==> src/rtl/usb_sfm_pkg.sv <==
package usb_sfm_pkg;
    localparam int FLAG_N  = 5;
    localparam int F_MISS  = 0;
    localparam int F_SOF   = 1;
    localparam int F_BRST  = 2;
    localparam int F_SUSP  = 3;
    localparam int F_ESUSP = 4;

    typedef struct packed {
        logic end_susp;
        logic susp_req;
        logic bus_rst;
        logic sof;
        logic miss_sof;
    } sfm_evt_t;

    function automatic logic [FLAG_N-1:0] evt_vec(input sfm_evt_t e);
        return e;
    endfunction
endpackage

==> src/rtl/usb_sfm_power.sv <==
module usb_sfm_power #(
    parameter int RESUME_TICKS = 2
) (
    input  logic clk,
    input  logic rst,
    input  logic act_i,
    input  logic tick_i,
    input  logic brst_i,
    input  logic set_lp_i,
    input  logic wake_en_i,
    output logic lp_susp_o,
    output logic wake_o,
    output logic end_susp_o,
    output logic check_active_o,
    output logic resume_done_o
);
    localparam int RW = $clog2(RESUME_TICKS + 1);
    localparam logic [RW-1:0] RLAST = RW'(RESUME_TICKS - 1);

    logic          lp_q, rsm_q, chk_q;
    logic [RW-1:0] rsm_cnt_q;

    assign end_susp_o     = lp_q & act_i;
    assign lp_susp_o      = lp_q & ~act_i;
    assign wake_o         = end_susp_o & wake_en_i;
    assign check_active_o = chk_q & ~lp_q & ~rsm_q;
    assign resume_done_o  = rsm_q & tick_i & ~brst_i & ~end_susp_o
                          & (rsm_cnt_q == RLAST);

    always_ff @(posedge clk) begin
        if (rst) begin
            lp_q <= 1'b0;
        end else if (end_susp_o) begin
            lp_q <= 1'b0;
        end else if (set_lp_i) begin
            lp_q <= 1'b1;
        end
    end

    always_ff @(posedge clk) begin
        if (rst) begin
            rsm_q     <= 1'b0;
            rsm_cnt_q <= '0;
        end else if (brst_i) begin
            rsm_q     <= 1'b0;
            rsm_cnt_q <= '0;
        end else if (end_susp_o) begin
            rsm_q     <= 1'b1;
            rsm_cnt_q <= '0;
        end else if (rsm_q && tick_i) begin
            if (rsm_cnt_q == RLAST) begin
                rsm_q <= 1'b0;
            end else begin
                rsm_cnt_q <= rsm_cnt_q + 1'b1;
            end
        end
    end

    always_ff @(posedge clk) begin
        if (rst) begin
            chk_q <= 1'b0;
        end else if (brst_i) begin
            chk_q <= 1'b1;
        end
    end

    // activity during low-power drops the stored bit at the next edge
    a_r4_end_susp_clears_lp: assert property (@(posedge clk) disable iff (rst)
        lp_q && act_i |=> !lp_q);

    // the check is never active while a resume wait is pending
    a_r3_no_check_in_resume: assert property (@(posedge clk) disable iff (rst)
        end_susp_o && !brst_i |=> !check_active_o);
endmodule

==> src/rtl/usb_sfm_idle_timer.sv <==
module usb_sfm_idle_timer #(
    parameter int IDLE_TICKS = 3
) (
    input  logic clk,
    input  logic rst,
    input  logic check_active_i,
    input  logic tick_i,
    input  logic act_i,
    input  logic brst_i,
    input  logic resume_done_i,
    output logic susp_evt_o
);
    localparam int CW = $clog2(IDLE_TICKS + 1);
    localparam logic [CW-1:0] ILAST = CW'(IDLE_TICKS - 1);
    localparam logic [CW-1:0] IMAX  = CW'(IDLE_TICKS);

    logic [CW-1:0] idle_q;

    assign susp_evt_o = check_active_i & tick_i & ~act_i & (idle_q == ILAST);

    always_ff @(posedge clk) begin
        if (rst) begin
            idle_q <= '0;
        end else if (brst_i || act_i || resume_done_i) begin
            idle_q <= '0;
        end else if (check_active_i && tick_i && idle_q < IMAX) begin
            idle_q <= idle_q + 1'b1;
        end
    end

    // a suspend request only on a quiet tick
    a_r1_susp_on_quiet_tick: assert property (@(posedge clk) disable iff (rst)
        susp_evt_o |-> tick_i && !act_i);

    // count frozen while the check is inactive and nothing restarts it
    a_r3_frozen_when_inactive: assert property (@(posedge clk) disable iff (rst)
        !check_active_i && !brst_i && !act_i && !resume_done_i |=> $stable(idle_q));
endmodule

==> src/rtl/usb_sfm_frame_chk.sv <==
module usb_sfm_frame_chk (
    input  logic clk,
    input  logic rst,
    input  logic tick_i,
    input  logic sof_i,
    input  logic brst_i,
    input  logic lp_i,
    output logic miss_evt_o
);
    logic armed_q, seen_q;

    assign miss_evt_o = tick_i & armed_q & ~seen_q & ~sof_i & ~lp_i;

    always_ff @(posedge clk) begin
        if (rst) begin
            armed_q <= 1'b0;
            seen_q  <= 1'b0;
        end else begin
            if (brst_i)     armed_q <= 1'b0;
            else if (sof_i) armed_q <= 1'b1;
            if (tick_i)     seen_q  <= 1'b0;
            else if (sof_i) seen_q  <= 1'b1;
        end
    end

    // a missed frame start never coincides with a received one
    a_r8_miss_needs_tick: assert property (@(posedge clk) disable iff (rst)
        miss_evt_o |-> tick_i && !sof_i);
endmodule

==> src/rtl/usb_sfm_flags.sv <==
module usb_sfm_flags
    import usb_sfm_pkg::*;
(
    input  logic              clk,
    input  logic              rst,
    input  logic [FLAG_N-1:0] set_i,
    input  logic [FLAG_N-1:0] clr_i,
    output logic [FLAG_N-1:0] flags_o
);
    logic [FLAG_N-1:0] flag_q;

    for (genvar i = 0; i < FLAG_N; i++) begin : g_flag
        always_ff @(posedge clk) begin
            if (rst) flag_q[i] <= 1'b0;
            else     flag_q[i] <= (flag_q[i] & ~clr_i[i]) | set_i[i];
        end

        // a set flag holds until cleared
        a_r9_flag_sticky: assert property (@(posedge clk) disable iff (rst)
            flag_q[i] && !clr_i[i] |=> flag_q[i]);
        // set wins over clear
        a_r9_set_wins: assert property (@(posedge clk) disable iff (rst)
            set_i[i] |=> flag_q[i]);
    end

    assign flags_o = flag_q;
endmodule

==> src/rtl/usb_susp_frame_mon.sv <==
module usb_susp_frame_mon
    import usb_sfm_pkg::*;
#(
    parameter int IDLE_TICKS   = 3,
    parameter int RESUME_TICKS = 2
) (
    input  logic              clk,
    input  logic              rst,
    input  logic              act_i,
    input  logic              sof_i,
    input  logic              bus_rst_i,
    input  logic              tick_i,
    input  logic              lp_set_i,
    input  logic [FLAG_N-1:0] flag_clr_i,
    input  logic              wake_en_i,
    output logic [FLAG_N-1:0] flags_o,
    output logic              lp_susp_o,
    output logic              wake_o,
    output logic              dev_clr_o
);
    sfm_evt_t evt;
    logic     end_susp, check_active, resume_done, susp_evt, miss_evt;
    logic     dev_clr_q;

    usb_sfm_power #(.RESUME_TICKS(RESUME_TICKS)) u_power (
        .clk(clk), .rst(rst), .act_i(act_i), .tick_i(tick_i),
        .brst_i(bus_rst_i), .set_lp_i(lp_set_i), .wake_en_i(wake_en_i),
        .lp_susp_o(lp_susp_o), .wake_o(wake_o), .end_susp_o(end_susp),
        .check_active_o(check_active), .resume_done_o(resume_done)
    );

    usb_sfm_idle_timer #(.IDLE_TICKS(IDLE_TICKS)) u_idle (
        .clk(clk), .rst(rst), .check_active_i(check_active), .tick_i(tick_i),
        .act_i(act_i), .brst_i(bus_rst_i), .resume_done_i(resume_done),
        .susp_evt_o(susp_evt)
    );

    usb_sfm_frame_chk u_frame (
        .clk(clk), .rst(rst), .tick_i(tick_i), .sof_i(sof_i),
        .brst_i(bus_rst_i), .lp_i(lp_susp_o | end_susp), .miss_evt_o(miss_evt)
    );

    always_comb begin
        evt.end_susp = end_susp;
        evt.susp_req = susp_evt;
        evt.bus_rst  = bus_rst_i;
        evt.sof      = sof_i;
        evt.miss_sof = miss_evt;
    end

    usb_sfm_flags u_flags (
        .clk(clk), .rst(rst), .set_i(evt_vec(evt)), .clr_i(flag_clr_i),
        .flags_o(flags_o)
    );

    always_ff @(posedge clk) begin
        if (rst) dev_clr_q <= 1'b0;
        else     dev_clr_q <= bus_rst_i;
    end
    assign dev_clr_o = dev_clr_q;

    // a bus reset is followed by the register clear pulse
    a_r6_dev_clr_follows: assert property (@(posedge clk) disable iff (rst)
        bus_rst_i |=> dev_clr_o);
    // no wake without the enable
    a_r5_wake_needs_en: assert property (@(posedge clk) disable iff (rst)
        !wake_en_i |-> !wake_o);
endmodule

==> config.mk <==
export PLATFORM = sky130hd
export DESIGN_NAME = usb_susp_frame_mon
export DESIGN_NICKNAME = d
export VERILOG_FILES = /design/src/rtl/usb_sfm_pkg.sv /design/src/rtl/usb_sfm_power.sv /design/src/rtl/usb_sfm_idle_timer.sv /design/src/rtl/usb_sfm_frame_chk.sv /design/src/rtl/usb_sfm_flags.sv /design/src/rtl/usb_susp_frame_mon.sv
export SDC_FILE = /design/constraint.sdc
export NUM_CORES = 1
export LEC_CHECK = 0
export BUFFER_PORTS_ARGS = -buffer_cell sky130_fd_sc_hd__buf_2
export CORE_UTILIZATION = 40
export CTS_CLUSTER_SIZE = 12
export DETAILED_ROUTE_END_ITERATION = 8
export PLACE_DENSITY = 0.75
export SLEW_MARGIN = 20
export SYNTH_ARGS = -nofsm -noshare
export SYNTH_HDL_FRONTEND = slang
export SYNTH_SLANG_ARGS = --single-unit
==> constraint.sdc <==
create_clock -name clk -period 2.7 [get_ports clk]
set_input_delay 0.27 -clock clk [delete_from_list [all_inputs] [get_ports clk]]
set_output_delay 0.27 -clock clk [all_outputs]
set_load 0.01 [all_outputs]
==> results of run 1 <==
[cell type report]
class	instances	area (um^2)
Fill cell	132	613
Sequential cell	15	300
Multi-Input combinational cell	44	288
Timing Repair Buffer	20	100
Clock buffer	3	22.5
Inverter	5	18.8
Tap cell	15	18.8
Clock inverter	1	5.00
[registers in the layout, indices dropped and copies added (netlist names)]
signal,cells
dev_clr_o,1
u_frame.armed_q,1
u_power.lp_q,1
u_idle.idle_q,2
u_power.rsm_q,1
u_flags.flags_o,5
u_power.rsm_cnt_q,2
u_power.chk_q,1
u_frame.seen_q,1
[cells in the mapped netlist]
master    count  area (um^2)
nand3_1       2         10.0
a211oi_1      1         7.51
nand3b_1      2         15.0
buf_2         1         5.00
a21o_2        1         8.76
nor2_1        9         33.8
dfxtp_1      15          300
nand2_1       4         15.0
a311oi_2      1         15.0
nand4b_1      1         8.76
ha_1          3         37.5
o21a_1        1         7.51
a21oi_1       6         30.0
nor2b_1       2         12.5
a21oi_2       1         8.76
and3_1        1         6.26
xnor2_1       1         8.76
o21ai_0       1         5.00
nand2b_1      3         18.8
inv_1         5         18.8
and4bb_4      1         16.3
a21boi_0      1         7.51
nor3_1        1         5.00
and3b_2       1         10.0
[kinds of logic (layout without fill, tap and decap cells)]
kind of cell | count (synthesis) | count (layout) | synth area share
adder cells (fa/ha/maj) | 3 | 3 | 0.0614
buffers and inverters | 6 | 29 | 0.0389
AO/OA/AOI/OAI | 13 | 13 | 0.147
AND/OR/NAND/NOR | 27 | 27 | 0.247
XOR/XNOR | 1 | 1 | 0.0143
flip-flops | 15 | 15 | 0.491
[power by group through the flow]
stage          Clock (W)  Combinational (W)  Sequential, W
2_1_floorplan          0          0.0000206       0.000240
3_3_place_gp           0          0.0000391       0.000239
3_5_place_dp           0          0.0000400       0.000239
4_1_cts         0.000131          0.0000401       0.000234
5_1_grt         0.000138          0.0000456       0.000235
6_report        0.000124          0.0000395       0.000234
[cell usage in the layout, fill, tap and decap left out, types with 2 or more instances in the layout]
master	synthesis	routed
ha_1	3	3
dfxtp_1	15	15
nor2b_1	2	2
nand3b_1	2	2
nor2_1	9	9
buf_2	1	20
nand3_1	2	2
nand2_1	4	4
inv_1	5	5
a21oi_1	6	6
clkbuf_4	0	3
nand2b_1	3	3
[how the worst min path moves through the flow]
stage                       to  cells past startpoint  slack (ns)
5_1_grt           u_power.lp_q                      3        0.22
3_5_place_dp   u_frame.armed_q                      1        0.46
3_3_place_gp   u_frame.armed_q                      1        0.45
6_report       u_frame.armed_q                      2        0.21
2_1_floorplan   u_frame.seen_q                      1        0.35
4_1_cts        u_frame.armed_q                      2        0.20
[worst max-delay path: cells and delay by family (launching register included)]
kind / cells / cell delay [ns]
AND/OR/NAND/NOR: 1 / 0.16
flip-flops: 1 / 0.39
buffers and inverters: 1 / 0.12
[routing by layer]
metal | routed length, um | global-route usage | share of wire | up-vias
met4 | 17 | 0.0968 | 0.017 | 0
met1 | 479 | 0.167 | 0.47 | 217
met5 | 0 | 0 | 0 | -
li1 | - | - | - | 267
met2 | 467 | 0.188 | 0.46 | 13
met3 | 58 | 0.0652 | 0.057 | 2
[metrics by stage]
step / setup slack (ns) / hold slack [ns] / instance area [um^2] / instances
floorplan: 1.63 / 0.349 / 612 / 65
global placement: 1.60 / 0.445 / 726 / 99
detailed placement: 1.55 / 0.455 / 726 / 99
CTS: 1.46 / 0.203 / 753 / 103
global route: 1.39 / 0.215 / 753 / 103
finish: 1.48 / 0.209 / 753 / 103
==> summary.md, run 1 <==
| Metric | Value |
|---|---|
| Status | `finished, final reports clean` |
| Reg2reg setup slack | `around 1.5 ns` |
| Slew headroom | `0.828` |
| First-pass GRT wire length | `around 1.4 mm` |
| Grt ovf | `0` |
| Initial antenna violation count | `0` |
| Total global-route track usage | `0.138` |
| WL final | `approximately 1.0 mm` |
| Die width | `a little over 40 um` |
| Cell count of the worst reg-to-reg path | `5` |
| Post-Syn Instances | `65` |
| Highest Clock Rate | `between 800 and 900 MHz` |
| Reg power frac | `0.588` |
| H-tree levels | `1` |
| Max Cap Viol | `0` |
| Clock tree buffer depth | `2` |
| Worst-path clk slew | `approximately 0.090 ns` |
| Avg Cell Area, Syn | `approximately 9.4 um^2` |
| Largest net degree at the start of global routing | `11` |
| Hold buffers post-CTS | `0` |
| IO Port Bufs | `20` |
| Crit. Startpoint | `u_power.lp_q` |
| Via density per instance | `just under 5` |
| Gp weighted congestion | `around 0.73` |
| Crit path kind | `flop to output pin` |
| Min-delay worst type | `input port to flop` |
| Startpoint type of the worst setup path | `flop` |
| CTS tree | `yes` |
| Slowest stage cell, crit path | `dfxtp_1` |
| Tot Pwr | `between 0.0003 and 0.0004 W` |
| Syn Nets | `just over 80` |
| FP Rows | `13` |
| Core Area | `between 0.001 and 0.0015 mm^2` |
| Antenna Nets Post-Route | `0` |
| Netlist Area Pre-Place | `slightly above 600 um^2` |
| Final setup viols | `0` |
| Fraction of power spent switching nets | `0.235` |
| Clk_lat worst skew | `roughly 0.28 ns` |
| Die Ht | `about 40 um` |
| RR Endpoint | `u_power.rsm_cnt_q[1]` |
| Final hold violations | `0` |
| Pleak | `approximately 0.33 nW` |
| Clock share of power | `0.313` |
| Sequential element share of the synthesized area | `0.491` |
| Wire per inst | `9.93 um` |
| Final core occ | `0.551` |
| Layout cells sized above 1 | `0.330` |
| Netlist cell types | `24` |
| Clk_skew | `about 0.011 ns` |
| Pre-antenna DRT Iters | `2` |
| HP Start | `sof_i` |
| # IOs | `21` |
| Least-Margin Pin Slew | `between 0.2 and 0.3 ns` |
| ANT cells | `0` |
| Setup bufs post-CTS | `0` |
| #FFs+latches synth | `15` |
| Number of clock buffers inserted by TritonCTS | `3` |
| Area Overhead vs Synth | `23.1%` |
| First DRT Iteration DRCs | `6` |
| Critical Path, Cell by Cell | `and3_1 -> buf_2` |
| CP endpoint | `wake_o` |
| CTS resizes | `0` |
| Psw | `0.0000937 W` |
| Clk sinks | `15` |
| Unrepaired setup endpoints after global routing | `false` |
| CP arrival | `between 0.9 and 1 ns` |
| Reg2reg start | `u_power.rsm_cnt_q[1]` |
| Setup crit end kind | `output pin` |
| Vias in the first global route | `roughly 340` |
| Worst Path Max Fanout | `6` |
| Final HPWL DP | `808 um` |
| Number of remaining DRC errors | `0` |
| Final cycle utilization of the critical path | `0.453` |
| Fin crit period | `between 1 and 1.5 ns` |
| Max Transition Viols Final | `0` |
| Fin nets | `105` |
| Peak supply drop | `between 0.3 and 0.4 mV` |
| Cell-internal power | `around 0.00030 W` |
| Fin Setup TNS | `0 ns` |
| Initial Utilization | `0.448` |
| Gate power share | `0.099` |
| Max incr delay on CP | `0.39 ns` |
| Power Density | `approximately 530 mW/mm^2` |
| Die Area | `0.00169 mm^2` |
| Root Buffer | `clkbuf_4` |
| Vias | `between 400 and 500` |
| Yosys warns | `0` |
| Critical Path RT | `between 2 and 2.5 ns` |
Power figures use the tool's default switching activity.
==> run 2: changes to the inputs <==
ABC_AREA = 1   (was default)
PLACE_DENSITY = 0.74   (was 0.75)
clock period = 1.2 ns   (was 2.7 ns; I/O delays follow)
==> run 2 against run 1 <==
Against the previous run:
- sequential cell count did not move
- combinational power rose to 2.7 times the previous value
- critical path depth rose by 1
- via count rose by 18%
- area after synthesis rose by 8.2%
- die area rose by 7.8%
- largest cell class unchanged
- highest routed layer unchanged
- global-route usage fell by 0.38 points
- first-iteration DRC count rose by 50%
==> summary.md, run 2 <==
| Metric | Value |
|---|---|
| Largest net degree at the start of global routing | `11 (unchanged)` |
| Final core occ | `0.534 (was 0.551)` |
| Clk_skew | `0.00219 ns (was 0.0106 ns)` |
| Gp weighted congestion | `0.742 (was 0.728)` |
| IO Port Bufs | `20 (unchanged)` |
| Die width | `42.7 um (was 41.1 um)` |
| Critical Path, Cell by Cell | `nand2_1 -> nor2_1 -> buf_2 (was and3_1 -> buf_2)` |
| Setup bufs post-CTS | `0 (unchanged)` |
| Commonest non-fill, non-tap cell in the layout | `buf_2 (unchanged)` |
| Critical Path RT | `1.08 ns (was 2.43 ns)` |
| Worst-path clk slew | `0.09 ns (about the same)` |
| Crit path kind | `flop to output pin (unchanged)` |
| Critical path buffer and inverter count | `1 (unchanged)` |
| Yosys top cell by area | `dfxtp_1 (unchanged)` |
| Via density per instance | `4.59 (was 4.84)` |
| Design area | `813 um^2 (was 753 um^2)` |
| Fin crit period | `~1.1 ns` |
| Netlist cell types | `17 (was 24)` |
| Core Area | `0.00152 mm^2 (was 0.00137 mm^2)` |
| Max Cap Viol | `0 (unchanged)` |
| Total global-route track usage | `0.134 (was 0.138)` |
| First-pass GRT wire length | `1.80 mm (was 1.40 mm)` |
| Peak supply drop | `0.779 mV (was 0.349 mV)` |
| #FFs+latches synth | `15 (unchanged)` |
| Final setup viols | `0 (unchanged)` |
| Wire per inst | `9.09 um (was 9.93 um)` |
| Least-Margin Pin Slew | `0.215 ns (was 0.256 ns)` |
| Max incr delay on CP | `0.38 ns (was 0.39 ns)` |
| Commonest cells post-synth | `inv_1 (18), nand2_1 (16), dfxtp_1 (15) (was dfxtp_1 (15), nor2_1 (9), a21oi_1 (6))` |
| Root Buffer | `clkbuf_4 (unchanged)` |
| Grt ovf | `0 (unchanged)` |
| Highest Clock Rate | `slightly below 900 MHz` |
| Number of clock buffers inserted by TritonCTS | `3 (unchanged)` |
| Most frequent cells in the layout | `buf_2 (20), inv_1 (16), nand2_1 (16) (was buf_2 (20), dfxtp_1 (15), nor2_1 (9))` |
| Status | `finished, final reports clean (unchanged)` |
| CTS resizes | `0 (unchanged)` |
| Vias | `587 (was 499)` |
| Avg Cell Area, Syn | `7.44 um^2 (was 9.41 um^2)` |
| Area Overhead vs Synth | `22.9% (was 23.1%)` |
| Top delay family on crit path | `flip-flops (unchanged)` |
| CTS tree | `yes (unchanged)` |
| Die Ht | `42.7 um (was 41.1 um)` |
| Max reg flops | `5 (unchanged)` |
| Post-DP Area | `771 um^2 (was 726 um^2)` |
| Post-synth top area share | `0.454 (was 0.491)` |
| EDFF count, synth | `0 (unchanged)` |
| Yosys warns | `0 (unchanged)` |
| Syn Nets | `105 (was 81)` |
| H-tree levels | `1 (unchanged)` |
| Sequential element share of the synthesized area | `0.454 (was 0.491)` |
| Slew headroom | `0.856 (was 0.828)` |
| FP Rows | `14 (was 13)` |
| Initial Utilization | `0.434 (was 0.448)` |
| Final HPWL DP | `911 um (was 808 um)` |
| Max Transition Viols Final | `0 (unchanged)` |
| Clock tree buffer depth | `2 (unchanged)` |
| WL final | `1.16 mm (was 1.02 mm)` |
| Layout cells sized above 1 | `0.286 (was 0.330)` |
| Clk sinks | `15 (unchanged)` |
| Final cycle utilization of the critical path | `0.939` |
| Power Density | `1120 mW/mm^2 (was 528 mW/mm^2)` |
| Pre-antenna DRT Iters | `4 (was 2)` |
| Post-Syn Instances | `89 (was 65)` |
| Hold slack final | `0.0210 ns (was 0.209 ns)` |
| Die Area | `0.00182 mm^2 (was 0.00169 mm^2)` |
| Count leader, synth | `inv_1 (was dfxtp_1)` |
| CP arrival | `1.01 ns (was 0.95 ns)` |
| Ys async rst share | `0 (unchanged)` |
| Min-delay worst type | `input port to flop (unchanged)` |
| ANT cells | `0 (unchanged)` |
| Clk_lat worst skew | `0.28 ns (about the same)` |
| Hold buffers post-CTS | `0 (unchanged)` |
| Final hold violations | `0 (unchanged)` |
| Startpoint type of the worst setup path | `flop (unchanged)` |
| Vias in the first global route | `450 (was 344)` |
| Antenna Nets Post-Route | `0 (unchanged)` |
| Ranking of synthesized cells by area | `dfxtp_1 (45%), inv_1 (10%), nand2_1 (9.1%) (was dfxtp_1 (49%), ha_1 (6.1%), nor2_1 (5.5%))` |
| Primary FF master, synth | `dfxtp_1 (unchanged)` |
| Fin nets | `129 (was 105)` |
| Pleak | `0.381 nW (was 0.333 nW)` |
| Slowest stage cell, crit path | `dfxtp_1 (unchanged)` |
| Initial antenna violation count | `0 (unchanged)` |
| Filler cell count | `145 (was 132)` |
| First DRT Iteration DRCs | `9 (was 6)` |
| Netlist Area Pre-Place | `662 um^2 (was 612 um^2)` |
| Setup crit end kind | `output pin (unchanged)` |
| Number of remaining DRC errors | `0 (unchanged)` |
| Worst Path Max Fanout | `4 (was 6)` |
| # IOs | `21 (unchanged)` |
[run 2: cell count changes in the layout (fill, tap and decap cells not counted), moves of 2 or more]
cell	before	now
a21oi_1	6	10
inv_1	5	16
inv_2	0	3
nand2_1	4	16
nand2b_1	3	0
nand3_1	2	5
nand3b_1	2	0
nor2b_1	2	0
or2_0	0	2
[run 2: routing by layer]
layer / share of wire / vias up / global-route usage / routed length [um]
met1: 0.45 / 242 / 0.174 / 529
met2: 0.47 / 19 / 0.194 / 550
li1: - / 324 / - / -
met3: 0.062 / 2 / 0.0681 / 72
met5: 0 / - / 0 / 0
met4: 0.0095 / 0 / 0.0375 / 11
[run 2: cells by family (layout without fill, tap and decap cells)]
group | Yosys count | count (layout) | synth area share
compound gates | 13 | 13 | 0.104
fa+ha+maj | 3 | 3 | 0.0567
buf+inv | 20 | 43 | 0.125
flops | 15 | 15 | 0.454
simple gates | 38 | 38 | 0.261
[run 2: where the power goes]
group | switching [W] | internal, W | leakage [nW]
sequential | 0.0000102 | 0.000516 | 0.123
combinational | 0.0000615 | 0.0000436 | 0.243
clock | 0.000152 | 0.000129 | 0.0150
total | 0.000224 | 0.000689 | 0.381
[run 2: path summary, 6_finish.rpt]
path,cells past startpoint,slack (ns),endpoint,start
worst max-delay path,3,0.07,wake_o,u_power.lp_q
worst min register to register,2,0.46,u_flags.flags_o[0],u_flags.flags_o[0]
worst min-delay path,2,0.02,u_flags.flags_o[2],flag_clr_i[2]
worst max register to register,6,0.09,u_power.rsm_cnt_q[0],u_power.rsm_cnt_q[1]
[run 2: final cells by class]
type                            count  area (um^2)  area share
Multi-Input combinational cell     54          294       0.362
Tap cell                           16         20.0      0.0246
Timing Repair Buffer               20          100       0.123
Sequential cell                    15          302       0.371
Clock buffer                        4         26.3      0.0323
Inverter                           19         71.3      0.0877
[run 2: metrics by stage]
| step | std cells | total power (W) | setup TNS, ns | worst slack [ns] |
|---|---|---|---|---|
| 2_1_floorplan | 89 | 0.000598 | 0 | 0.136 |
| 3_3_place_gp | 124 | 0.000639 | 0 | 0.106 |
| 3_5_place_dp | 124 | 0.000641 | 0 | 0.0403 |
| 4_1_cts | 128 | 0.000919 | 0 | 0.0168 |
| 5_1_grt | 128 | 0.000961 | -0.00000466 | -0.00000466 |
| 6_report | 128 | 0.000912 | 0 | 0.0735 |
==> run 3: changes to the inputs <==
CORE_UTILIZATION = 35   (was 40)
PLACE_DENSITY = 0.67   (was 0.74)
==> run 3 against run 2 <==
Against the previous run:
- cell count is 7.0% higher
- combinational power about the same
- cell area increased by 3.2%
- sequential power about the same
- highest routed layer unchanged
- setup slack better by 0.0083 ns
- largest power group unchanged
- power rose by 1.1%
- utilization shrank 5.3 points
- maximum frequency rose by 0.75%
- sequential cell count is the same
==> summary.md, run 3 (synthesis results as in run 2) <==
| Metric | Value |
|---|---|
| IO Port Bufs | `20 (unchanged)` |
| Number of clock buffers inserted by TritonCTS | `3 (unchanged)` |
| # IOs | `21 (unchanged)` |
| Die Area | `0.00207 mm^2 (was 0.00182 mm^2)` |
| Final cycle utilization of the critical path | `0.932 (was 0.939)` |
| Antenna Nets Post-Route | `0 (unchanged)` |
| Reg2reg setup slack | `0.08 ns (was 0.09 ns)` |
| RR Endpoint | `u_power.rsm_cnt_q[1] (was u_power.rsm_cnt_q[0])` |
| Final setup viols | `0 (unchanged)` |
| Die width | `45.5 um (was 42.7 um)` |
| First-pass GRT wire length | `1.97 mm (was 1.80 mm)` |
| Final hold violations | `0 (unchanged)` |
| Critical Path RT | `1.42 ns (was 1.08 ns)` |
| Unrepaired setup endpoints after global routing | `false` |
| Commonest non-fill, non-tap cell in the layout | `buf_2 (unchanged)` |
| Total global-route track usage | `0.136 (was 0.134)` |
| Fin nets | `129 (unchanged)` |
| Core Area | `0.00175 mm^2 (was 0.00152 mm^2)` |
| Cell count of the worst reg-to-reg path | `6 (unchanged)` |
| Max reg flops | `5 (unchanged)` |
| Gp weighted congestion | `0.737 (was 0.742)` |
| Clk sinks | `15 (unchanged)` |
| Largest net degree at the start of global routing | `11 (unchanged)` |
| Clk_lat worst skew | `0.28 ns (about the same)` |
| Clock tree buffer depth | `2 (unchanged)` |
| WL final | `1.26 mm (was 1.16 mm)` |
| Worst Path Max Fanout | `4 (unchanged)` |
| Pleak | `0.388 nW (was 0.381 nW)` |
| Pre-antenna DRT Iters | `2 (was 4)` |
| FP Rows | `15 (was 14)` |
| Final non-filler cell total | `137 (was 128)` |
| ANT cells | `0 (unchanged)` |
| Status | `finished, final reports clean (unchanged)` |
| Startpoint type of the worst setup path | `flop (unchanged)` |
| Crit path kind | `flop to flop (was flop to output pin)` |
| Most frequent cells in the layout | `buf_2 (20), inv_1 (16), nand2_1 (16) (unchanged)` |
| Area Overhead vs Synth | `26.8% (was 22.9%)` |
| Placed cell count | `133 (was 124)` |
| Layout cells sized above 1 | `0.304 (was 0.286)` |
| Initial Utilization | `0.379 (was 0.434)` |
| CTS tree | `yes (unchanged)` |
| Via density per instance | `4.41 (was 4.59)` |
| First DRT Iteration DRCs | `2 (was 9)` |
| Peak supply drop | `0.879 mV (was 0.779 mV)` |
| Vias in the first global route | `510 (was 450)` |
| Root Buffer | `clkbuf_4 (unchanged)` |
| Max Cap Viol | `0 (unchanged)` |
| Reg2reg start | `u_power.rsm_cnt_q[1] (unchanged)` |
| Worst-path clk slew | `0.09 ns (about the same)` |
| Least-Margin Pin Slew | `0.222 ns (was 0.215 ns)` |
| Wire per inst | `9.21 um (was 9.09 um)` |
| Grt ovf | `0 (unchanged)` |
| Clk_skew | `0.00695 ns (was 0.00219 ns)` |
| Min-delay worst type | `input port to flop (unchanged)` |
| Crit. Startpoint | `u_power.rsm_cnt_q[1] (was u_power.lp_q)` |
| Vias | `604 (was 587)` |
| Highest Clock Rate | `894 MHz (was 888 MHz)` |
| Setup crit end kind | `flop (was output pin)` |
| Fin crit period | `1.12 ns (was 1.13 ns)` |
| Max Transition Viols Final | `0 (unchanged)` |
| H-tree levels | `1 (unchanged)` |
| Number of remaining DRC errors | `0 (unchanged)` |
| Hold depth | `2 (unchanged)` |
| Initial antenna violation count | `0 (unchanged)` |
| Fin Setup TNS | `0 ns (unchanged)` |
| CP arrival | `1.34 ns (was 1.01 ns)` |
| Hold Path End | `u_flags.flags_o[2] (unchanged)` |
| HP Start | `flag_clr_i[2] (unchanged)` |
| Power Density | `1100 mW/mm^2 (was 1120 mW/mm^2)` |
| Die Ht | `45.5 um (was 42.7 um)` |
| Final HPWL DP | `969 um (was 911 um)` |
| Slew headroom | `0.852 (was 0.856)` |
run 3: cell count changes in the layout (fill, tap and decap cells not counted):
cell,change
dfxtp_2,+1
clkbuf_1,-1
inv_4,+1
dfxtp_1,-1
ha_2,-1
clkinv_2,+1
inv_2,-1
ha_4,+1
run 3: how the worst max path moves through the flow:
stage                            to  cells past startpoint
2_1_floorplan  u_power.rsm_cnt_q[0]                      6
3_5_place_dp   u_power.rsm_cnt_q[1]                      6
4_1_cts        u_power.rsm_cnt_q[1]                      6
5_1_grt        u_power.rsm_cnt_q[1]                      6
6_report       u_power.rsm_cnt_q[1]                      6
3_3_place_gp   u_power.rsm_cnt_q[0]                      6
run 3: layout make-up:
type,instances,area [um^2]
Clock buffer,3,22.5
Clock inverter,1,5.00
Fill cell,191,906
Inverter,19,73.8
Multi-Input combinational cell,54,304
Sequential cell,15,303
Tap cell,25,31.3
Timing Repair Buffer,20,100
run 3: worst max-delay path, stage by stage (launching register included):
cell and delay (ns):
dfxtp_2 0.35, inv_2 0.04, ha_4 0.16, inv_4 0.06, nand3_4 0.06, or2_0 0.23, a21oi_1 0.15
run 3: per-stage QoR:
stage | util | power, W | instance area (um^2) | setup WS, ns | hold slack (ns)
2_1_floorplan | - | 0.000598 | 662 | 0.136 | 0.199
6_report | 0.481 | 0.000923 | 840 | 0.0818 | 0.0320
5_1_grt | 0.481 | 0.000970 | 840 | 0.00784 | 0.0253
3_5_place_dp | 0.448 | 0.000643 | 782 | 0.00933 | 0.333
3_3_place_gp | 0.448 | 0.000639 | 782 | 0.102 | 0.317
4_1_cts | 0.467 | 0.000930 | 815 | 0.00395 | 0.0215
run 3: layer usage:
metal	vias to the layer above	wire, um	global-route usage
met5	-	0	0
met4	0	13	0.0545
met3	2	60	0.0595
met2	13	613	0.229
met1	271	574	0.148
li1	318	-	-
run 3: power by group:
group	leakage, nW	internal [W]	switching, W
Clock	0.0177	0.000124	0.000166
Combinational	0.246	0.0000439	0.0000618
Sequential	0.124	0.000517	0.0000104
Total	0.388	0.000685	0.000238
run 3: repair_timing:
| item | 4_1_cts | 5_1_grt |
|---|---|---|
| setup endpoints to repair | 1 | 3 |
| hold buffers | 0 | 0 |
| pin swaps | 0 | 2 |
| resized for setup | 1 | 8 |
| buffers inserted | 0 | 0 |
